### src/rtl/ilim_pkg.sv
package ilim_pkg;

  typedef enum logic [2:0] {
    LIM_100MA = 3'd0,
    LIM_500MA = 3'd1,
    LIM_1A    = 3'd2,
    LIM_2A    = 3'd3,
    LIM_3A    = 3'd4
  } ilim_e;

  typedef enum logic [1:0] {
    SRC_UNKNOWN = 2'b00,
    SRC_HOST    = 2'b01,
    SRC_ADAPTER = 2'b10
  } src_e;

  typedef enum logic [1:0] {
    ST_IDLE = 2'd0,
    ST_WAIT = 2'd1,
    ST_DONE = 2'd2
  } det_state_e;

  typedef struct packed {
    ilim_e lim;
    src_e  src;
  } det_result_t;

  localparam int unsigned VAR_DIVIDER = 0;
  localparam int unsigned VAR_SELECT  = 1;

endpackage

### src/rtl/ilim_dcd_timer.sv
module ilim_dcd_timer #(
  parameter int unsigned DCD_TICKS = 500
) (
  input  logic clk_i,
  input  logic rst_ni,
  input  logic clear_i,
  input  logic run_i,
  input  logic tick_i,
  output logic expire_o
);
  localparam int unsigned CW = (DCD_TICKS > 2) ? $clog2(DCD_TICKS) : 1;
  localparam logic [CW-1:0] LAST = CW'(DCD_TICKS - 1);

  logic [CW-1:0] cnt_q;

  assign expire_o = run_i & tick_i & (cnt_q == LAST);

  always_ff @(posedge clk_i or negedge rst_ni) begin
    if (!rst_ni)                        cnt_q <= '0;
    else if (clear_i)                   cnt_q <= '0;
    else if (run_i && tick_i && !expire_o) cnt_q <= cnt_q + 1'b1;
  end
endmodule

### src/rtl/ilim_classifier.sv
module ilim_classifier
  import ilim_pkg::*;
#(
  parameter int unsigned VARIANT = VAR_DIVIDER
) (
  input  logic        dp_in_w1_i,
  input  logic        dm_in_w1_i,
  input  logic        dp_in_w2_i,
  input  logic        dp_in_w3_i,
  input  logic        dm_in_w3_i,
  input  logic        sel_i,
  input  logic        otg_i,
  output det_result_t result_o
);
  generate
    if (VARIANT == VAR_DIVIDER) begin : g_divider
      logic unused_pins;
      logic hit1, hit2, hit3;
      assign unused_pins = sel_i ^ otg_i;
      assign hit1 = dp_in_w1_i & ~dm_in_w1_i;
      assign hit2 = dp_in_w2_i;
      assign hit3 = ~dp_in_w3_i & dm_in_w3_i;
      always_comb begin
        // fixed priority: divider 1, then 2, then 3
        if (hit1)      result_o = '{lim: LIM_2A,    src: SRC_ADAPTER};
        else if (hit2) result_o = '{lim: LIM_2A,    src: SRC_ADAPTER};
        else if (hit3) result_o = '{lim: LIM_1A,    src: SRC_ADAPTER};
        else           result_o = '{lim: LIM_500MA, src: SRC_UNKNOWN};
      end
    end else begin : g_select
      logic unused_win;
      assign unused_win = ^{dp_in_w1_i, dm_in_w1_i, dp_in_w2_i, dp_in_w3_i, dm_in_w3_i};
      always_comb begin
        if (!sel_i)     result_o = '{lim: LIM_3A,    src: SRC_ADAPTER};
        else if (otg_i) result_o = '{lim: LIM_500MA, src: SRC_HOST};
        else            result_o = '{lim: LIM_100MA, src: SRC_HOST};
      end
    end
  endgenerate
endmodule

### src/rtl/ilim_ctrl.sv
module ilim_ctrl
  import ilim_pkg::*;
(
  input  logic        clk_i,
  input  logic        rst_ni,
  input  logic        attach_i,
  input  logic        force_set_i,
  input  logic        wdt_expire_i,
  input  logic        expire_i,
  input  det_result_t result_i,
  output logic        tmr_clear_o,
  output logic        tmr_run_o,
  output logic [2:0]  ilim_o,
  output logic [1:0]  src_type_o,
  output logic        busy_o,
  output logic        force_bit_o
);
  det_state_e state_q, state_d;
  ilim_e      lim_q;
  src_e       src_q;
  logic       force_q;
  logic       restart;

  assign restart = (state_q == ST_DONE) && (force_q || wdt_expire_i);

  always_comb begin
    state_d = state_q;
    if (!attach_i) state_d = ST_IDLE;
    else begin
      unique case (state_q)
        ST_IDLE: state_d = ST_WAIT;
        ST_WAIT: if (expire_i) state_d = ST_DONE;
        ST_DONE: if (restart)  state_d = ST_WAIT;
        default: state_d = ST_IDLE;
      endcase
    end
  end

  always_ff @(posedge clk_i or negedge rst_ni) begin
    if (!rst_ni) begin
      state_q <= ST_IDLE;
      lim_q   <= LIM_100MA;
      src_q   <= SRC_UNKNOWN;
      force_q <= 1'b0;
    end else begin
      state_q <= state_d;
      if (!attach_i) begin
        lim_q   <= LIM_100MA;
        src_q   <= SRC_UNKNOWN;
        force_q <= 1'b0;
      end else begin
        unique case (state_q)
          ST_WAIT: begin
            if (expire_i) begin
              lim_q   <= result_i.lim;
              src_q   <= result_i.src;
              force_q <= 1'b0;
            end else if (force_set_i) begin
              force_q <= 1'b1;
            end
          end
          ST_DONE: begin
            if (restart) lim_q <= LIM_100MA;
            if (force_set_i) force_q <= 1'b1;
          end
          default: ;
        endcase
      end
    end
  end

  assign tmr_clear_o = (state_q != ST_WAIT);
  assign tmr_run_o   = (state_q == ST_WAIT);
  assign ilim_o      = lim_q;
  assign src_type_o  = src_q;
  assign busy_o      = (state_q == ST_WAIT);
  assign force_bit_o = force_q;
endmodule

### src/rtl/usb_ilim_detect.sv
module usb_ilim_detect
  import ilim_pkg::*;
#(
  parameter int unsigned VARIANT   = VAR_DIVIDER,
  parameter int unsigned DCD_TICKS = 500
) (
  input  logic       clk_i,
  input  logic       rst_ni,
  input  logic       attach_i,
  input  logic       tick_i,
  input  logic       force_set_i,
  input  logic       wdt_expire_i,
  input  logic       dp_in_w1_i,
  input  logic       dm_in_w1_i,
  input  logic       dp_in_w2_i,
  input  logic       dp_in_w3_i,
  input  logic       dm_in_w3_i,
  input  logic       sel_i,
  input  logic       otg_i,
  output logic [2:0] ilim_o,
  output logic [1:0] src_type_o,
  output logic       busy_o,
  output logic       force_bit_o
);
  det_result_t result;
  logic        expire, tmr_clear, tmr_run;

  ilim_dcd_timer #(.DCD_TICKS(DCD_TICKS)) u_timer (
    .clk_i    (clk_i),
    .rst_ni   (rst_ni),
    .clear_i  (tmr_clear),
    .run_i    (tmr_run),
    .tick_i   (tick_i),
    .expire_o (expire)
  );

  ilim_classifier #(.VARIANT(VARIANT)) u_class (
    .dp_in_w1_i (dp_in_w1_i),
    .dm_in_w1_i (dm_in_w1_i),
    .dp_in_w2_i (dp_in_w2_i),
    .dp_in_w3_i (dp_in_w3_i),
    .dm_in_w3_i (dm_in_w3_i),
    .sel_i      (sel_i),
    .otg_i      (otg_i),
    .result_o   (result)
  );

  ilim_ctrl u_ctrl (
    .clk_i        (clk_i),
    .rst_ni       (rst_ni),
    .attach_i     (attach_i),
    .force_set_i  (force_set_i),
    .wdt_expire_i (wdt_expire_i),
    .expire_i     (expire),
    .result_i     (result),
    .tmr_clear_o  (tmr_clear),
    .tmr_run_o    (tmr_run),
    .ilim_o       (ilim_o),
    .src_type_o   (src_type_o),
    .busy_o       (busy_o),
    .force_bit_o  (force_bit_o)
  );
endmodule

### config.mk
export PLATFORM = sky130hd
export DESIGN_NAME = usb_ilim_detect
export DESIGN_NICKNAME = d
export VERILOG_FILES = /design/src/rtl/ilim_pkg.sv /design/src/rtl/ilim_dcd_timer.sv /design/src/rtl/ilim_classifier.sv /design/src/rtl/ilim_ctrl.sv /design/src/rtl/usb_ilim_detect.sv
export SDC_FILE = /design/constraint.sdc
export NUM_CORES = 1
export LEC_CHECK = 0
export ABC_CLOCK_PERIOD_IN_PS = 1690
export BUFFER_PORTS_ARGS = -buffer_cell sky130_fd_sc_hd__buf_4
export CELL_PAD_IN_SITES_DETAIL_PLACEMENT = 1
export CELL_PAD_IN_SITES_GLOBAL_PLACEMENT = 1
export CORE_ASPECT_RATIO = 1.2
export CORE_MARGIN = 8
export CORE_UTILIZATION = 39
export DETAILED_ROUTE_END_ITERATION = 8
export PLACE_DENSITY_LB_ADDON = 0.05
export SETUP_SLACK_MARGIN = 0.3
export SYNTH_ARGS = -nofsm -noshare
export SYNTH_HDL_FRONTEND = slang
export SYNTH_SLANG_ARGS = --single-unit
export TNS_END_PERCENT = 10
### constraint.sdc
create_clock -name clk_i -period 1.69 [get_ports clk_i]
set_input_delay 0.507 -clock clk_i [delete_from_list [all_inputs] [get_ports clk_i]]
set_output_delay 0.507 -clock clk_i [all_outputs]
set_load 0.01 [all_outputs]
==> results of run 1 <==
[routing by layer]
| metal | routed length (um) | track usage (%) | vias to the layer above | part of all wire (%) |
|---|---|---|---|---|
| met5 | 0 | 0 | - | 0 |
| met1 | 848 | 13.5 | 347 | 41 |
| li1 | - | - | 351 | - |
| met4 | 21 | 3.59 | 0 | 1.0 |
| met2 | 1130 | 22.4 | 15 | 54 |
| met3 | 82 | 3.23 | 2 | 3.9 |
[per-stage QoR]
stage	setup slack (ps)	util (%)	power [mW]
2_1_floorplan	153	-	0.497
3_3_place_gp	1.25	48.9	0.565
3_5_place_dp	21.0	48.9	0.570
4_1_cts	66.3	52.6	0.810
5_1_grt	22.9	53.8	0.860
6_report	119	53.8	0.811
[Yosys cell counts, types with 2 or more instances]
cell type	number	area share, %
buf_4	2	1.8
and2b_2	2	2.1
nor3_1	2	1.2
xnor2_1	3	3.1
nand3_1	4	2.3
xor2_1	4	4.1
o21ai_0	4	2.3
dfrtp_1	15	44
inv_1	2	0.88
a21oi_1	3	1.8
mux2i_1	2	2.3
o211ai_1	2	1.8
nand2_1	5	2.2
nor3b_1	2	1.8
nor2_1	13	5.7
[flip-flops by register name, summed over array words and instances (netlist names)]
signal and cells:
u_ctrl.force_bit_o 1, u_ctrl.ilim_o 2, u_ctrl.src_type_o 1, u_ctrl.state_q 2
u_timer.cnt_q 9
[timing repair]
item,CTS,global route
setup endpoints to repair,11,14
pin swaps,1,2
hold buffers,0,0
endpoints found under the hold margin,0,0
resized for setup,5,3
setup buffers,2,3
[power groups by stage]
stage	combinational [mW]	clock, mW	sequential [mW]
after floorplan	0.0850	0	0.412
after global placement	0.156	0	0.409
after detailed placement	0.159	0	0.411
after CTS	0.178	0.225	0.407
after global routing	0.204	0.246	0.410
final	0.184	0.221	0.406
[cell type report]
class / count / area [sq um] / share of cell area (%)
well taps: 30 / 37.5 / 3.37
repair buffers: 26 / 195 / 17.5
inverters: 2 / 7.51 / 0.673
flip-flops and latches: 15 / 378 / 33.9
multi-input cells: 66 / 469 / 42.1
clock inverters: 1 / 5.00 / 0.449
clock buffers: 3 / 22.5 / 2.02
[placed cells by master (no fill, tap or decap), types with 2 or more instances in the layout]
master     n
o211ai_1   2
dfrtp_1   13
a21oi_1    3
conb_1     2
and2b_2    2
nand3_1    4
xnor2_1    3
o21ai_0    3
nor3_1     2
buf_4     26
dfrtp_2    2
xor2_1     4
mux2i_1    2
clkbuf_4   3
nor2_1    13
nand2_1    5
nor3b_1    2
[kinds of logic (layout without fill, tap and decap cells)]
group | count (synthesis) | in the layout | share of synthesized area (%)
AND/OR/NAND/NOR | 39 | 39 | 25.7
flip-flops | 15 | 15 | 44.0
buffers and inverters | 7 | 32 | 5.42
other | 1 | 2 | 0.439
XOR/XNOR | 7 | 7 | 7.18
AO/OA/AOI/OAI | 15 | 15 | 13.5
multiplexers | 2 | 2 | 2.35
adder cells (fa/ha/maj) | 1 | 1 | 1.47
[path summary, 6_finish.rpt]
kind,from,endpoint,slack (ps),depth (start not counted)
worst max-delay path,u_ctrl.state_q[0],busy_o,120,3
worst min-delay path,rst_ni,u_ctrl.state_q[0],50,1
worst max register to register,u_timer.cnt_q[1],u_ctrl.ilim_o[0],120,5
worst min register to register,u_ctrl.ilim_o[1],u_ctrl.ilim_o[1],520,1
max in group asynchronous,rst_ni,u_timer.cnt_q[4],1440,1
min in group clk_i,attach_i,u_ctrl.force_bit_o,510,3
==> key figures, run 1 <==
STA
  – RSZ-0062 raised after global routing: yes
  – Clock skew: 4.15 ps
  – Tcrit/Tclk final: 93.0%
  – FMAX: 637 MHz
  – Hold Slack: 52.8 ps
  – Min cycle time layout: 1570 ps
  – Setup_tns: 0 ps
  – Final Max Slew Viols: 0
  – Final setup violating endpoints: 0
  – Final Hold Vio Count: 0

Synthesis
  – Main synth FF type: dfrtp_1
  – FFs w/ async S/R, synth: 100%
  – Yosys warning count: 0
  – Seq/Total Area, Yosys: 44.0%
  – Post-synth EDFFs: 0
  – Synthesized area: 853 sq um
  – Cells after Synth: 87
  – Yosys cell types: 37
  – #FFs+latches synth: 15
  – Syn Area/Cell: 9.81 sq um

Critical path
  – Worst Setup End Kind: output port
  – CP max FO: 6
  – Crit-path leading delay family: flip-flops
  – CP Data Arrival Time: 1060 ps
  – Worst Path Buf+Inv: 2
  – Worst setup SP type: flop
  – Required time of the worst setup path: 1180 ps
  – CP Cell Sequence: nand2b_4 > inv_2 > buf_4
  – Kind of critical path: reg -> out
  – Max stage delay cell, worst path: dfrtp_2
  – Max incr delay on CP: 470 ps

Power and ir drop
  – Switching portion of total power: 29.9%
  – Peak supply drop: 0.453 mV
  – Psw: 242 uW
  – P per Cell Area: 727 nW/um^2
  – Comb pwr share: 22.7%
  – Pleak: 0.521 nW
  – Clock network power share: 27.2%
  – Sequential share of power: 50.1%
  – P_int: 569 uW

Routing
  – Final wirelength: 2090 um
  – DR iter-0 viols: 8
  – Antenna Nets Post-Route: 0
  – Pre-Repair DR Iteration Count: 3
  – WL/cell: 14.6 um
  – Vias/cell: 5.00
  – Vias post-DR: 715
  – Post-route DRC: 0

Clocking
  – Total CTS buffers: 3
  – CTS clock-pin slew for the worst setup and hold paths: 100 ps
  – Root buffer cell: clkbuf_4
  – CTS tree: built
  – CTS Sinks: 15
  – Clk_lat worst skew: 290 ps
  – Max Root-Sink Buffers: 2
  – Max H-tree Level: 1

Job
  – Max-cap violation count: 0

Global route
  – First-pass GRT wire length: 3790 um
  – GRT Total Usage: 12.2%
  – Vias in the first global route: 813
  – Pin count of the biggest net entering global routing: 16
  – GRT Residual Overflow: 0
  – Initial antenna violation count: 0

Placed design
  – DPL Wire Length: 1590 um
  – Gpl congestion: 0.748
  – Placed cell areas: 1010 sq um
  – Buffers on Ports: 15
  – Number of cells after detailed placement: 134

Finish
  – Post-route insts no fill: 143
  – Ant. Diodes: 0
  – Area grow syn2layout: 30.6%
  – Fin area: 1110 sq um
  – Fillcell total: 239
  – Share of cells above drive strength 1: 38.1%
  – Number of nets in the layout: 128

Floorplanning
  – Starting Density: 41.2%
  – FP Rows: 18
  – Die height: 67.2 um
  – IO Pins: 20
  – Die footprint: 3950 sq um
  – Die width: 58.7 um
  – Core Area: 2070 sq um

Worst hold path
  – Worst min path class: in -> async

Outcome
  – Run status: completed
No activity file was read; power rests on OpenSTA's default activity.
==> run 2, diff against run 1 <==
ABC_CLOCK_PERIOD_IN_PS = 1620   (was 1690)
clock period = 1.62 ns   (was 1.69 ns; I/O delays follow)
==> run 2 against run 1 <==
Compared with the run above: power rose by 3.9%; highest routed layer unchanged; critical path type is now reg -> reg; via count rose by 0.28%; global-route usage about the same; design area is 1.2% higher; die area unchanged.
==> key figures, run 2 (synthesis gave the netlist of run 1 again) <==
Routing
  – Post-route DRC: 0
  – WL/cell: 15.0 um
  – Vias post-DR: 717
  – Antenna Nets Post-Route: 0
  – Vias/cell: 4.98
  – Final wirelength: 2160 um
  – DR iter-0 viols: 13
  – Pre-Repair DR Iteration Count: 3

Floorplanning
  – FP Rows: 18
  – Core Area: 2070 sq um
  – Die footprint: 3950 sq um
  – Die height: 67.2 um
  – Starting Density: 41.2%
  – IO Pins: 20
  – Die width: 58.7 um

Critical path
  – Worst setup SP type: flop
  – Max stage delay cell, worst path: dfrtp_1
  – Required time of the worst setup path: 1830 ps
  – Worst Setup End Kind: flop
  – Worst reg-to-reg path cell count: 5
  – Crit path depth: 5
  – CP max FO: 5
  – Reg-to-Reg End: u_ctrl.ilim_o[0]
  – Worst Path Buf+Inv: 0
  – Crit-path leading delay family: compound AO/OA/AOI/OAI gates
  – Kind of critical path: reg -> reg
  – CP Data Arrival Time: 1810 ps
  – Max incr delay on CP: 370 ps
  – R2r startpoint: u_timer.cnt_q[1]
  – CP Cell Sequence: ha_1 > nand4bb_1 > o311a_4 > o31a_1 > o211ai_1
  – Reg-to-reg setup timing slack: 30 ps

STA
  – Setup WS post-layout: 27.6 ps
  – Final Max Slew Viols: 0
  – Final setup violating endpoints: 0
  – FMAX: 628 MHz
  – Clock skew: 2.63 ps
  – RSZ-0062 raised after global routing: yes
  – Hold Slack: 35.8 ps
  – Setup_tns: 0 ps
  – Final Hold Vio Count: 0
  – Tcrit/Tclk final: 98.3%
  – Min cycle time layout: 1590 ps

Clocking
  – Max H-tree Level: 1
  – CTS tree: built
  – Root buffer cell: clkbuf_4
  – CTS Sinks: 15
  – Total CTS buffers: 3
  – CTS clock-pin slew for the worst setup and hold paths: 90 ps
  – Cts hold-fix bufs: 0
  – Clk_lat worst skew: 290 ps
  – Max Root-Sink Buffers: 2

Finish
  – Fillcell total: 250
  – Ant. Diodes: 0
  – Post-Route Utilization: 54.5%
  – Area grow syn2layout: 32.3%
  – Max reg flops: 9
  – Commonest non-fill, non-tap cell in the layout: buf_4
  – Share of cells above drive strength 1: 39.5%
  – Commonest non-fill, non-tap cells in the layout: 22 x buf_4, 13 x nor2_1, 13 x dfrtp_1
  – Biggest register: u_timer.cnt_q
  – Number of nets in the layout: 129

Placed design
  – DPL Wire Length: 1630 um
  – Buffers on Ports: 15
  – Gpl congestion: 0.777
  – Worst slack, placed: -32.5 ps

Power and ir drop
  – Peak supply drop: 0.404 mV
  – Pleak: 0.531 nW
  – P per Cell Area: 747 nW/um^2

Worst hold path
  – Worst min path class: in -> async

Global route
  – Initial antenna violation count: 0
  – Pin count of the biggest net entering global routing: 16
  – Vias in the first global route: 837
  – GRT Residual Overflow: 0
  – GRT Total Usage: 12.2%
  – First-pass GRT wire length: 3680 um

Outcome
  – Run status: completed

Job
  – Max-cap violation count: 0
[run 2: timing repair]
action	4_1_cts	5_1_grt
pin swaps	0	3
resized for setup	5	10
buffers inserted	2	0
setup endpoints to repair	17	17
cloned	0	0
[run 2: routing by layer]
metal  up-vias  track usage, %  routed length (um)
met4         0            5.39                  25
met1       344            12.4                 881
met5         -               0                   0
met2        15            22.5                1150
met3         2            3.61                 107
li1        356               -                   -
[run 2: cell type report]
class / instances / area [sq um] / area share, %
Clock buffer: 4 / 26.3 / 2.33
Inverter: 2 / 10.0 / 0.887
Multi-Input combinational cell: 66 / 455 / 40.4
Sequential cell: 15 / 378 / 33.5
Tap cell: 30 / 37.5 / 3.33
Timing Repair Buffer: 27 / 221 / 19.6
[run 2: stage by stage]
| step | instances | power (mW) | instance area [sq um] |
|---|---|---|---|
| after floorplan | 88 | 0.518 | 857 |
| after global placement | 138 | 0.596 | 1040 |
| after detailed placement | 138 | 0.602 | 1040 |
| after CTS | 144 | 0.848 | 1090 |
| after global routing | 144 | 0.895 | 1130 |
| final | 144 | 0.843 | 1130 |
[run 2: worst max path at each step]
stage,startpoint,endpoint,slack (ps)
CTS,u_timer.cnt_q[1],u_ctrl.ilim_o[0],10
global route,u_timer.cnt_q[1],u_ctrl.ilim_o[0],-50
detailed placement,dm_in_w3_i,u_ctrl.ilim_o[1],-30
finish,u_timer.cnt_q[1],u_ctrl.ilim_o[0],30
floorplan,u_timer.cnt_q[0],u_ctrl.ilim_o[0],80
global placement,dm_in_w3_i,u_ctrl.ilim_o[1],-50
[run 2: report_power, final]
group          internal, mW  total, mW  leakage (nW)  switching, mW
Combinational         0.106      0.199         0.316         0.0924
Sequential            0.399      0.421         0.199         0.0222
Clock                0.0958      0.223        0.0150          0.127
==> run 3, diff against run 2 <==
CORE_MARGIN = 2   (was 8)
==> run 3 against run 2 <==
Compared with the run above: setup slack got worse by 24 ps; cell count unchanged; sequential cell count unchanged; die area decreased by 35%; clock skew increased by 2.9 ps; sequential power increased by 1%; maximum frequency decreased by 1.5%; power increased by 1.6%; combinational power about the same; non-clock buffer count unchanged; first-iteration DRC count decreased by 46%; highest routed layer unchanged.
==> key figures, run 3 (synthesis gave the netlist of run 1 again) <==
Worst hold path
  – Worst min path class: in -> async

Floorplanning
  – FP Rows: 18
  – Core Area: 2070 sq um
  – Die width: 46.7 um
  – IO Pins: 20
  – Starting Density: 41.2%
  – Die footprint: 2580 sq um
  – Die height: 55.2 um

Routing
  – Antenna Nets Post-Route: 0
  – Final wirelength: 2040 um
  – Vias/cell: 5.10
  – Vias post-DR: 734
  – DR iter-0 viols: 7
  – Pre-Repair DR Iteration Count: 3
  – Post-route DRC: 0
  – WL/cell: 14.2 um

Placed design
  – Gpl congestion: 0.751
  – Number of cells after detailed placement: 137
  – Worst slack, placed: -37.8 ps
  – Placed cell areas: 1040 sq um
  – DPL Wire Length: 1500 um
  – Buffers on Ports: 15

Critical path
  – Worst setup SP type: flop
  – Critical Path Start: u_timer.cnt_q[1]
  – Worst Setup End Kind: flop
  – Worst setup path end: u_ctrl.ilim_o[0]
  – Worst Path Buf+Inv: 0
  – Required time of the worst setup path: 1840 ps
  – Reg-to-reg setup timing slack: 4 ps
  – CP max FO: 5
  – Crit path depth: 5
  – Reg-to-Reg End: u_ctrl.ilim_o[0]
  – Worst reg-to-reg path cell count: 5
  – CP Cell Sequence: ha_2 > nand4bb_1 > o311a_4 > o31a_1 > o211ai_1
  – CP Data Arrival Time: 1840 ps
  – R2r startpoint: u_timer.cnt_q[1]
  – Kind of critical path: reg -> reg
  – Crit-path leading delay family: compound AO/OA/AOI/OAI gates
  – Max stage delay cell, worst path: dfrtp_1
  – Max incr delay on CP: 380 ps

STA
  – Setup WS post-layout: 3.79 ps
  – FMAX: 619 MHz
  – RSZ-0062 raised after global routing: yes
  – Tcrit/Tclk final: 99.8%
  – Min cycle time layout: 1620 ps
  – Clock skew: 5.48 ps
  – Final setup violating endpoints: 0
  – Final Max Slew Viols: 0
  – Final Hold Vio Count: 0

Finish
  – Fillcell total: 254
  – Area grow syn2layout: 35.0%
  – Commonest non-fill, non-tap cells in the layout: 22 x buf_4, 13 x nor2_1, 13 x dfrtp_1
  – Share of cells above drive strength 1: 43.9%
  – Ant. Diodes: 0
  – Max reg flops: 9
  – Biggest register: u_timer.cnt_q
  – Fin area: 1150 sq um
  – Reg area: 378 sq um
  – Number of nets in the layout: 129
  – Post-route insts no fill: 144
  – Commonest non-fill, non-tap cell in the layout: buf_4
  – Multi-input logic area: 478 sq um

Clocking
  – Max H-tree Level: 1
  – CTS clock-pin slew for the worst setup and hold paths: 100 ps
  – Cts hold-fix bufs: 0
  – Max Root-Sink Buffers: 2
  – CTS tree: built
  – Total CTS buffers: 3
  – CTS Sinks: 15
  – Clk_lat worst skew: 300 ps
  – Root buffer cell: clkbuf_4

Power and ir drop
  – Peak supply drop: 0.531 mV
  – P per Cell Area: 743 nW/um^2
  – Pleak: 0.531 nW

Global route
  – Vias in the first global route: 811
  – Pin count of the biggest net entering global routing: 16
  – GRT Residual Overflow: 0
  – First-pass GRT wire length: 3570 um
  – GRT Total Usage: 18.8%
  – Initial antenna violation count: 0

Job
  – Max-cap violation count: 0

Outcome
  – Run status: completed
==> run 3: cell count changes in the layout (fill, tap and decap cells not counted), sizes merged <==
| cell | before | now |
|---|---|---|
| clkbuf | 4 | 3 |
| clkinv | 0 | 1 |
==> run 3: final cells by class <==
cell class	instances	share of cell area (%)
sequential	15	32.8
inverter	2	0.869
clock inverter	1	0.434
tap	30	3.26
clock buffer	3	1.95
multi-input combinational	66	41.5
timing repair buffer	27	19.2
==> run 3: timing repair <==
item	in CTS	in global routing
pin swaps	0	12
setup endpoints to repair	17	17
buffers inserted	2	1
cloned	0	0
gates resized for setup	4	17
==> run 3: worst min path at each step <==
stage            from                 end  slack [ps]  cells past startpoint
3_5_place_dp   rst_ni    u_timer.cnt_q[8]         360                      1
5_1_grt        rst_ni    u_timer.cnt_q[7]          20                      1
3_3_place_gp   rst_ni    u_timer.cnt_q[2]         350                      1
6_report       rst_ni    u_timer.cnt_q[7]          20                      1
4_1_cts        rst_ni    u_timer.cnt_q[7]          20                      1
2_1_floorplan  rst_ni  u_ctrl.force_bit_o         190                      0
==> run 3: layer usage <==
layer,part of all wire [%],up-vias,track usage [%]
met5,0,-,0
met4,1.7,0,7.14
met3,4.1,2,2.94
met2,53,16,31.0
met1,41,363,23.7
li1,-,353,-
==> run 3: where the power goes <==
group | internal [mW] | switching (mW) | leakage (nW)
sequential | 0.399 | 0.0264 | 0.199
clock | 0.0921 | 0.137 | 0.0177
combinational | 0.110 | 0.0915 | 0.314
==> run 3: metrics by stage <==
stage	hold slack (ps)	power (mW)	TNS, ps	util [%]
finish	24.3	0.856	0	55.6
global route	25.0	0.906	-117	55.6
CTS	23.3	0.839	0	52.4
detailed placement	356	0.601	-37.8	50.0
global placement	354	0.595	-47.5	50.0
floorplan	190	0.518	0	-
